===== src/rtl/pcs_pkg.sv =====
package pcs_pkg;

    localparam int ADDR_W  = 11;
    localparam int PAGE_W  = 6;
    localparam int BLOCK_W = 8;
    localparam int NEAR_W  = PAGE_W + 1;
    localparam int TBL_W   = BLOCK_W;
    localparam int OP_W    = 4;
    localparam int HI_W    = ADDR_W - PAGE_W;       // page number width
    localparam int REG_W   = ADDR_W - PAGE_W - 1;   // region number width
    localparam int BLK_HI  = ADDR_W - BLOCK_W;

    localparam logic [REG_W-1:0] SHARED_REGION = REG_W'(1);
    localparam logic [HI_W-1:0]  CALL_PAGE     = HI_W'(2);

    typedef logic [ADDR_W-1:0] addr_t;

    typedef enum logic [OP_W-1:0] {
        OP_HOLD       = 4'd0,
        OP_STEP       = 4'd1,
        OP_NEAR_JMP   = 4'd2,
        OP_PAGE_CALL  = 4'd3,
        OP_FAR_JMP    = 4'd4,
        OP_FAR_CALL   = 4'd5,
        OP_TABLE_JMP  = 4'd6,
        OP_RET        = 4'd7,
        OP_RET_SKIP   = 4'd8,
        OP_TABLE_LOAD = 4'd9
    } pc_op_e;

    typedef enum logic [1:0] {
        STK_KEEP,
        STK_PUSH,
        STK_POP,
        STK_DUP
    } stk_act_e;

    typedef struct packed {
        addr_t    target;
        stk_act_e act;
        logic     skip;
    } step_plan_t;

    function automatic logic in_shared_region(addr_t a);
        return a[ADDR_W-1:PAGE_W+1] == SHARED_REGION;
    endfunction

    function automatic addr_t near_target(addr_t seq, logic [NEAR_W-1:0] f);
        if (in_shared_region(seq))
            return {seq[ADDR_W-1:PAGE_W+1], f};
        return {seq[ADDR_W-1:PAGE_W], f[PAGE_W-1:0]};
    endfunction

    function automatic addr_t call_target(logic [NEAR_W-1:0] f);
        return {CALL_PAGE, f[PAGE_W-1:0]};
    endfunction

    function automatic addr_t table_target(addr_t seq, logic [TBL_W-1:0] b);
        return {seq[ADDR_W-1:BLOCK_W], b};
    endfunction

endpackage


===== src/rtl/pcs_next.sv =====
module pcs_next
    import pcs_pkg::*;
(
    input  addr_t              pc_q,
    input  logic [OP_W-1:0]    op_code,
    input  logic [NEAR_W-1:0]  near_field,
    input  addr_t              far_addr,
    input  logic [TBL_W-1:0]   table_byte,
    input  addr_t              stk_top,
    output step_plan_t         plan,
    output addr_t              ret_addr
);

    addr_t  seq;
    pc_op_e op;

    always_comb begin
        op       = pc_op_e'(op_code);
        seq      = pc_q + addr_t'(1);
        ret_addr = seq;
        plan     = '{target: pc_q, act: STK_KEEP, skip: 1'b0};
        case (op)
            OP_STEP: begin
                plan.target = seq;
            end
            OP_NEAR_JMP: begin
                plan.target = near_target(seq, near_field);
            end
            OP_PAGE_CALL: begin
                if (in_shared_region(seq)) begin
                    plan.target = near_target(seq, near_field);
                end else begin
                    plan.target = call_target(near_field);
                    plan.act    = STK_PUSH;
                end
            end
            OP_FAR_JMP: begin
                plan.target = far_addr;
            end
            OP_FAR_CALL: begin
                plan.target = far_addr;
                plan.act    = STK_PUSH;
            end
            OP_TABLE_JMP: begin
                plan.target = table_target(seq, table_byte);
            end
            OP_RET: begin
                plan.target = stk_top;
                plan.act    = STK_POP;
            end
            OP_RET_SKIP: begin
                plan.target = stk_top;
                plan.act    = STK_POP;
                plan.skip   = 1'b1;
            end
            OP_TABLE_LOAD: begin
                plan.target = seq;
                plan.act    = STK_DUP;
            end
            default: begin
                plan.target = pc_q;
            end
        endcase
    end

endmodule


===== src/rtl/pcs_stack.sv =====
module pcs_stack
    import pcs_pkg::*;
#(
    parameter int DEPTH = 3
) (
    input  logic     clk,
    input  logic     rst,
    input  stk_act_e act,
    input  addr_t    push_val,
    output addr_t    top
);

    localparam int LAST = DEPTH - 1;

    addr_t lvl [DEPTH];

    generate
        for (genvar i = 0; i < DEPTH; i++) begin : g_lvl
            addr_t from_above;
            addr_t from_below;
            addr_t dup_val;

            if (i == 0) begin : g_first
                assign from_above = push_val;
            end else begin : g_rest
                assign from_above = lvl[i-1];
            end

            if (i == LAST) begin : g_deepest
                assign from_below = lvl[i];
            end else begin : g_inner
                assign from_below = lvl[i+1];
            end

            if (i == 2) begin : g_scratch
                assign dup_val = lvl[1];
            end else begin : g_plain
                assign dup_val = lvl[i];
            end

            always_ff @(posedge clk) begin
                if (rst) begin
                    lvl[i] <= '0;
                end else begin
                    case (act)
                        STK_PUSH: lvl[i] <= from_above;
                        STK_POP:  lvl[i] <= from_below;
                        STK_DUP:  lvl[i] <= dup_val;
                        default:  lvl[i] <= lvl[i];
                    endcase
                end
            end
        end
    endgenerate

    assign top = lvl[0];

endmodule


===== src/rtl/paged_pc_seq.sv =====
module paged_pc_seq
    import pcs_pkg::*;
#(
    parameter int STACK_DEPTH = 3
) (
    input  logic                clk,
    input  logic                rst,
    input  logic [OP_W-1:0]     op_code,
    input  logic [NEAR_W-1:0]   near_field,
    input  logic [ADDR_W-1:0]   far_addr,
    input  logic [TBL_W-1:0]    table_byte,
    output logic [ADDR_W-1:0]   pc,
    output logic                skip
);

    addr_t      pc_q;
    logic       skip_q;
    step_plan_t plan;
    addr_t      ret_addr;
    addr_t      stk_top;

    pcs_next u_next (
        .pc_q       (pc_q),
        .op_code    (op_code),
        .near_field (near_field),
        .far_addr   (far_addr),
        .table_byte (table_byte),
        .stk_top    (stk_top),
        .plan       (plan),
        .ret_addr   (ret_addr)
    );

    pcs_stack #(.DEPTH(STACK_DEPTH)) u_stack (
        .clk      (clk),
        .rst      (rst),
        .act      (plan.act),
        .push_val (ret_addr),
        .top      (stk_top)
    );

    always_ff @(posedge clk) begin
        if (rst) begin
            pc_q   <= '0;
            skip_q <= 1'b0;
        end else begin
            pc_q   <= plan.target;
            skip_q <= plan.skip;
        end
    end

    assign pc   = pc_q;
    assign skip = skip_q;

endmodule


===== config.mk =====
export PLATFORM = sky130hd
export DESIGN_NAME = paged_pc_seq
export DESIGN_NICKNAME = d
export VERILOG_FILES = /design/src/rtl/pcs_pkg.sv /design/src/rtl/pcs_next.sv /design/src/rtl/pcs_stack.sv /design/src/rtl/paged_pc_seq.sv
export SDC_FILE = /design/constraint.sdc
export NUM_CORES = 1
export LEC_CHECK = 0
export ABC_CLOCK_PERIOD_IN_PS = 4200
export BUFFER_PORTS_ARGS = -buffer_cell sky130_fd_sc_hd__buf_2
export CAP_MARGIN = 20
export CORE_UTILIZATION = 33
export DETAILED_ROUTE_END_ITERATION = 12
export GPL_ROUTABILITY_DRIVEN = 1
export SLEW_MARGIN = 20
export SYNTH_ARGS = -nofsm -noshare
export SYNTH_HDL_FRONTEND = slang
export SYNTH_HIERARCHICAL = 1
export SYNTH_SLANG_ARGS = --single-unit

===== constraint.sdc =====
create_clock -name clk -period 4.2 [get_ports clk]
set_input_delay 0.42 -clock clk [delete_from_list [all_inputs] [get_ports clk]]
set_output_delay 0.42 -clock clk [all_outputs]
set_load 0.01 [all_outputs]

# After elaboration in Yosys (flattened, before gate mapping)
# Memory sizes are Yosys's and may differ from the RTL's.
# Cells that the tools add are included.
# totals
regBits,12
latchBits,0
mem_bits_rw,33
mem_bits_ro,0
out_inout_bits,12
word_cells,72
memories,1
# classes
addsub,1
n_mul,0
div_mod_pow,0
n_lt_le_gt_ge,0
eq_ne,13
n_shift,0
n_mux,38
bitwise_logic,12
n_reduce_logical,5
# mem_list
name,words,width,read_ports,rd_clocked_by_memory_dff,write_ports,line_no,rtl
u_stack.lvl,3,11,3,0,3,pcs_stack.sv:15,addr_t lvl [DEPTH];
# op_table
op,n
11-bit 2-to-1 mux,15
11-bit case mux with 6 select lines,1
1-bit 2-to-1 mux,20
4-bit by 3-bit equality test with 1-bit output (second input constant),4
1-bit bitwise OR,12
11-bit by 1-bit adder with 11-bit output (second input constant),1
4-bit by 1-bit equality test with 1-bit output (second input constant),2
4-bit by 2-bit equality test with 1-bit output (second input constant),2
4-bit equality test (second input constant),2
2-bit case mux with 4 select lines,1
7-bit 2-to-1 mux,1
6-bit nonzero test,1
2-bit OR reduction,3
2-bit equality test (second input constant),2
3-bit OR reduction,1
2-bit by 1-bit equality test with 1-bit output (second input constant),1

# Longest topological paths before layout
# depth
word_depth,12
mapped_depth,9
ltp_nobuf,8

# By module
# Netlist, hierarchy kept.
# modules_own_cells
mod,instances,cells_each,area_each_um2,seq_area_each_um2
pcs_stack,1,123,1724.2,991.0
pcs_next,1,126,799.5,0.0
paged_pc_seq,1,25,366.6,240.2

# Worst setup path before layout
# Ideal clock, no wire load.
# synth_path
path_kind,register -> register
start,register pc_q[0] (netlist: pc[0])
end,memory u_stack/lvl[0][0] (netlist bit) (enable)
arrival_time_ps,2799
required_time_ps,3731
setup_slack_ps,933
stages_incl_launch_ff,10
n_path_buf,1
synth_period_minus_slack_ps,3267
cell_sequence,dfxtp_1 > ha_1 > nand2_1 > or4_4 > xor2_2 > and3_4 > o22ai_1 > nand2b_4 > buf_6 > nand3b_1
# synth_lines
item,line_no,rtl
from (decl),paged_pc_seq.sv:16,addr_t pc_q;
from (signal assigned),paged_pc_seq.sv:46,pc_q <= plan.target;
to (decl),pcs_stack.sv:15,

==> metrics.cfg <==
[status]
status = completed

[critical_path]
r2r-start = pc[0]$_SDFF_PP0_
critPathKind = reg -> reg
reg2reg_to = u_stack/lvl[0][6]$_DFFE_PP_
worstSetupStartpointType = flop
worst-path-max-fanout = 23
r2r_cells = 9
slowest_stage = or4_4
reg2reg_slack_ns = 1.08
crit_start = pc[0]$_SDFF_PP0_
path_buf_inv = 1
cp.required_ns = 4.26
crit_arrival_ns = 3.17
cpPeakStageDelay_ns = 0.52
critPathTopFamily = simple AND/OR/NAND/NOR gates
cp_cell_sequence = ha_1, nand2_1, or4_4, xor2_2, and3_4, o22ai_1, nand2b_4, nand3b_1, buf_4
endpoint_kind = flop

[global_route]
antenna_found_initial = 0
globalRouteMet3Util_pct = 3.43
grt_pass1_wl_mm = 10.6
grt_overflow = 0
grt_pass1_vias = 2032
grt_start_max_net_pins = 41
grt_use_met1_pct = 21.8
grt_busiest_layer = met2
grt_util_met2_pct = 23.7
grt_usage_pct = 15.4

[yosys]
synth_top_area_share_pct = 34.3
syn_area_per_cell_um2 = 10.5
synth_area_leader_cell = edfxtp_1
synthFlopType = edfxtp_1
ys_seq_area_share_pct = 42.6
async_reset_ff_share_pct = 0
netlist_top_cells_area = edfxtp_1 34%, o32ai_2 11%, dfxtp_1 8.3%
synth_nets = 307
synth_cell_types = 52
ys_ff_latch = 45
syn_area_um2 = 2890
postSynthCellCount = 274
ys_warn_count = 6
synth_edf_count = 33

[power_and_ir_drop]
switching_share_pct = 29.3
p_per_area_nw_per_um2 = 313
power.internal_mw = 0.711
clkPwrFrac_pct = 28.0
peakVddDrop_v = 0.000132
switching_power_mw = 0.295
p_seq_share_pct = 53.9
p_leak_nw = 1.25
p_comb_share_pct = 18.0
finalPower_mw = 1.01

[clock_network]
ctsHtreeMaxLevel = 2
cts_buffer_depth = 2
clock-root-buffer = clkbuf_8
clock_latency_ns = 0.30
cts-resized-gates = 0
cts_tree = built
cts_sinks = 45
cts_setup_buffers = 0
cts.clk_slew.worst_paths_ns = 0.09
numCtsBuffers = 5
cts_hold_buf = 0

[min_path]
holdPathEnd = pc[5]$_SDFF_PP0_
hold_start = far_addr[5]
min_path_cells = 4
min_path_type = in -> reg

[final_layout]
drive_above_1_share_pct = 30.2
fin_nets = 343
antenna_cells = 0
area_growth_pct = 11.3

[placement]
numPortBuffers = 43
dp_hpwl_mm = 4.75
place_congestion = 0.911

[timing]
finalSetupViolations = 0
rsz0062_at_grt = no
tns_ns = 0
period_share_pct = 74.2
fmax_mhz = 321
tightestPinTransition_ns = 0.798
skew_ns = 0.00547
finalHoldViolations = 0
min_period_ns = 3.12
slew_headroom_pct = 46.8
slew_viol_final = 0

[route]
vias = 2107
vias_per_cell = 5.06
wl_per_cell_um = 16.0
drt_pre_antenna_iters = 4
drtIter0Drc = 148
detail-route-antenna-nets = 0
drcViolationCount = 0
wl_mm = 6.66

[flow_run]
maxCapViolCount = 0

[floorplan]
design.portCount = 44
die_h_um = 95.6
design.core.area_um2 = 8340
row_count = 33
design.die.area_um2 = 9140
die_x_um = 95.6
initial_core_util_pct = 34.7

==> flip-flops by register name (all words and copies together) (netlist names) <==
signal       flops
skip             1
u_stack/lvl     33
pc              11
==> worst reg2reg max path: stages, from the launching register on <==
cell	delay, ns
dfxtp_1	0.45
ha_1	0.28
nand2_1	0.13
or4_4	0.52
xor2_2	0.17
and3_4	0.18
o22ai_1	0.32
nand2b_4	0.45
nand3b_1	0.15
buf_4	0.22
==> routing by layer <==
metal,routed length (um),up-vias
met5,0,-
met4,55,0
met3,393,6
met2,2960,65
met1,3250,978
li1,-,1058
==> power groups by stage <==
stage                     logic [mW]  clock network, mW  registers [mW]
after detailed placement       0.181                  0           0.553
after CTS                      0.182              0.293           0.543
after global placement         0.181                  0           0.551
final                          0.182              0.282           0.543
after global routing           0.201              0.308           0.547
after floorplan                0.136                  0           0.548
==> how the worst max path moves through the flow <==
| stage | depth (start not counted) | slack (ns) | endpoint |
|---|---|---|---|
| 2_1_floorplan | 9 | 0.93 | u_stack/lvl[0][0]$_DFFE_PP_ |
| 3_3_place_gp | 9 | 1.23 | u_stack/lvl[1][0]$_DFFE_PP_ |
| 3_5_place_dp | 9 | 1.12 | u_stack/lvl[1][0]$_DFFE_PP_ |
| 4_1_cts | 9 | 1.08 | u_stack/lvl[1][0]$_DFFE_PP_ |
| 5_1_grt | 9 | 0.94 | u_stack/lvl[0][7]$_DFFE_PP_ |
| 6_report | 9 | 1.08 | u_stack/lvl[0][6]$_DFFE_PP_ |
==> placed cells by master, fill, tap and decap left out, drive strengths merged, types with 10 or more instances in the layout <==
| cell type | instances |
|---|---|
| nand2b | 27 |
| nand2 | 15 |
| o32ai | 23 |
| nor2 | 13 |
| a21oi | 10 |
| edfxtp | 33 |
| inv | 42 |
| nor2b | 18 |
| buf | 47 |
| dfxtp | 12 |
==> metrics by stage <==
| stage | setup WS, ns | hold slack (ns) | cell area [um^2] | cells | util [%] |
|---|---|---|---|---|---|
| final | 1.08 | 0.437 | 3220 | 416 | 38.6 |
| after global routing | 0.935 | 0.465 | 3220 | 416 | 38.6 |
| after CTS | 1.08 | 0.433 | 3220 | 416 | 38.6 |
| after detailed placement | 1.12 | 0.552 | 3130 | 408 | 37.5 |
| after global placement | 1.23 | 0.539 | 3130 | 408 | 37.5 |
| after floorplan | 0.933 | 0.506 | 2890 | 274 | - |
==> area by class of cell <==
class / instances / area [um^2]
clock buffers: 5 / 68.8
clock inverters: 3 / 21.3
fillers: 875 / 5120
inverters: 41 / 154
multi-input cells: 170 / 1370
flip-flops and latches: 45 / 1230
well taps: 105 / 131
repair buffers: 47 / 245
==> cells by family (layout without fill, tap and decap cells) <==
logic type,count (synthesis),after routing,share of synthesized area (%)
multiplexers,2,2,0.736
flip-flops,45,45,42.6
adder cells (fa/ha/maj),1,1,0.433
AO/OA/AOI/OAI,67,67,23.0
XOR/XNOR,9,9,2.99
buffers and inverters,59,96,10.1
AND/OR/NAND/NOR,91,91,20.1
==> synth_stat cells (all sizes together), types with 3 or more instances <==
cell and number:
nor2b 18, inv 41, buf 12, nand2b 27
a221oi 4, nor2 13, nand2 15, o21ai 6
clkbuf 6, xnor2 6, a22oi 5, edfxtp 33
a21oi 10, nand3 5, dfxtp 12, a222oi 4
o32ai 23, xor2 3
No activity file was read; power rests on OpenSTA's default activity.
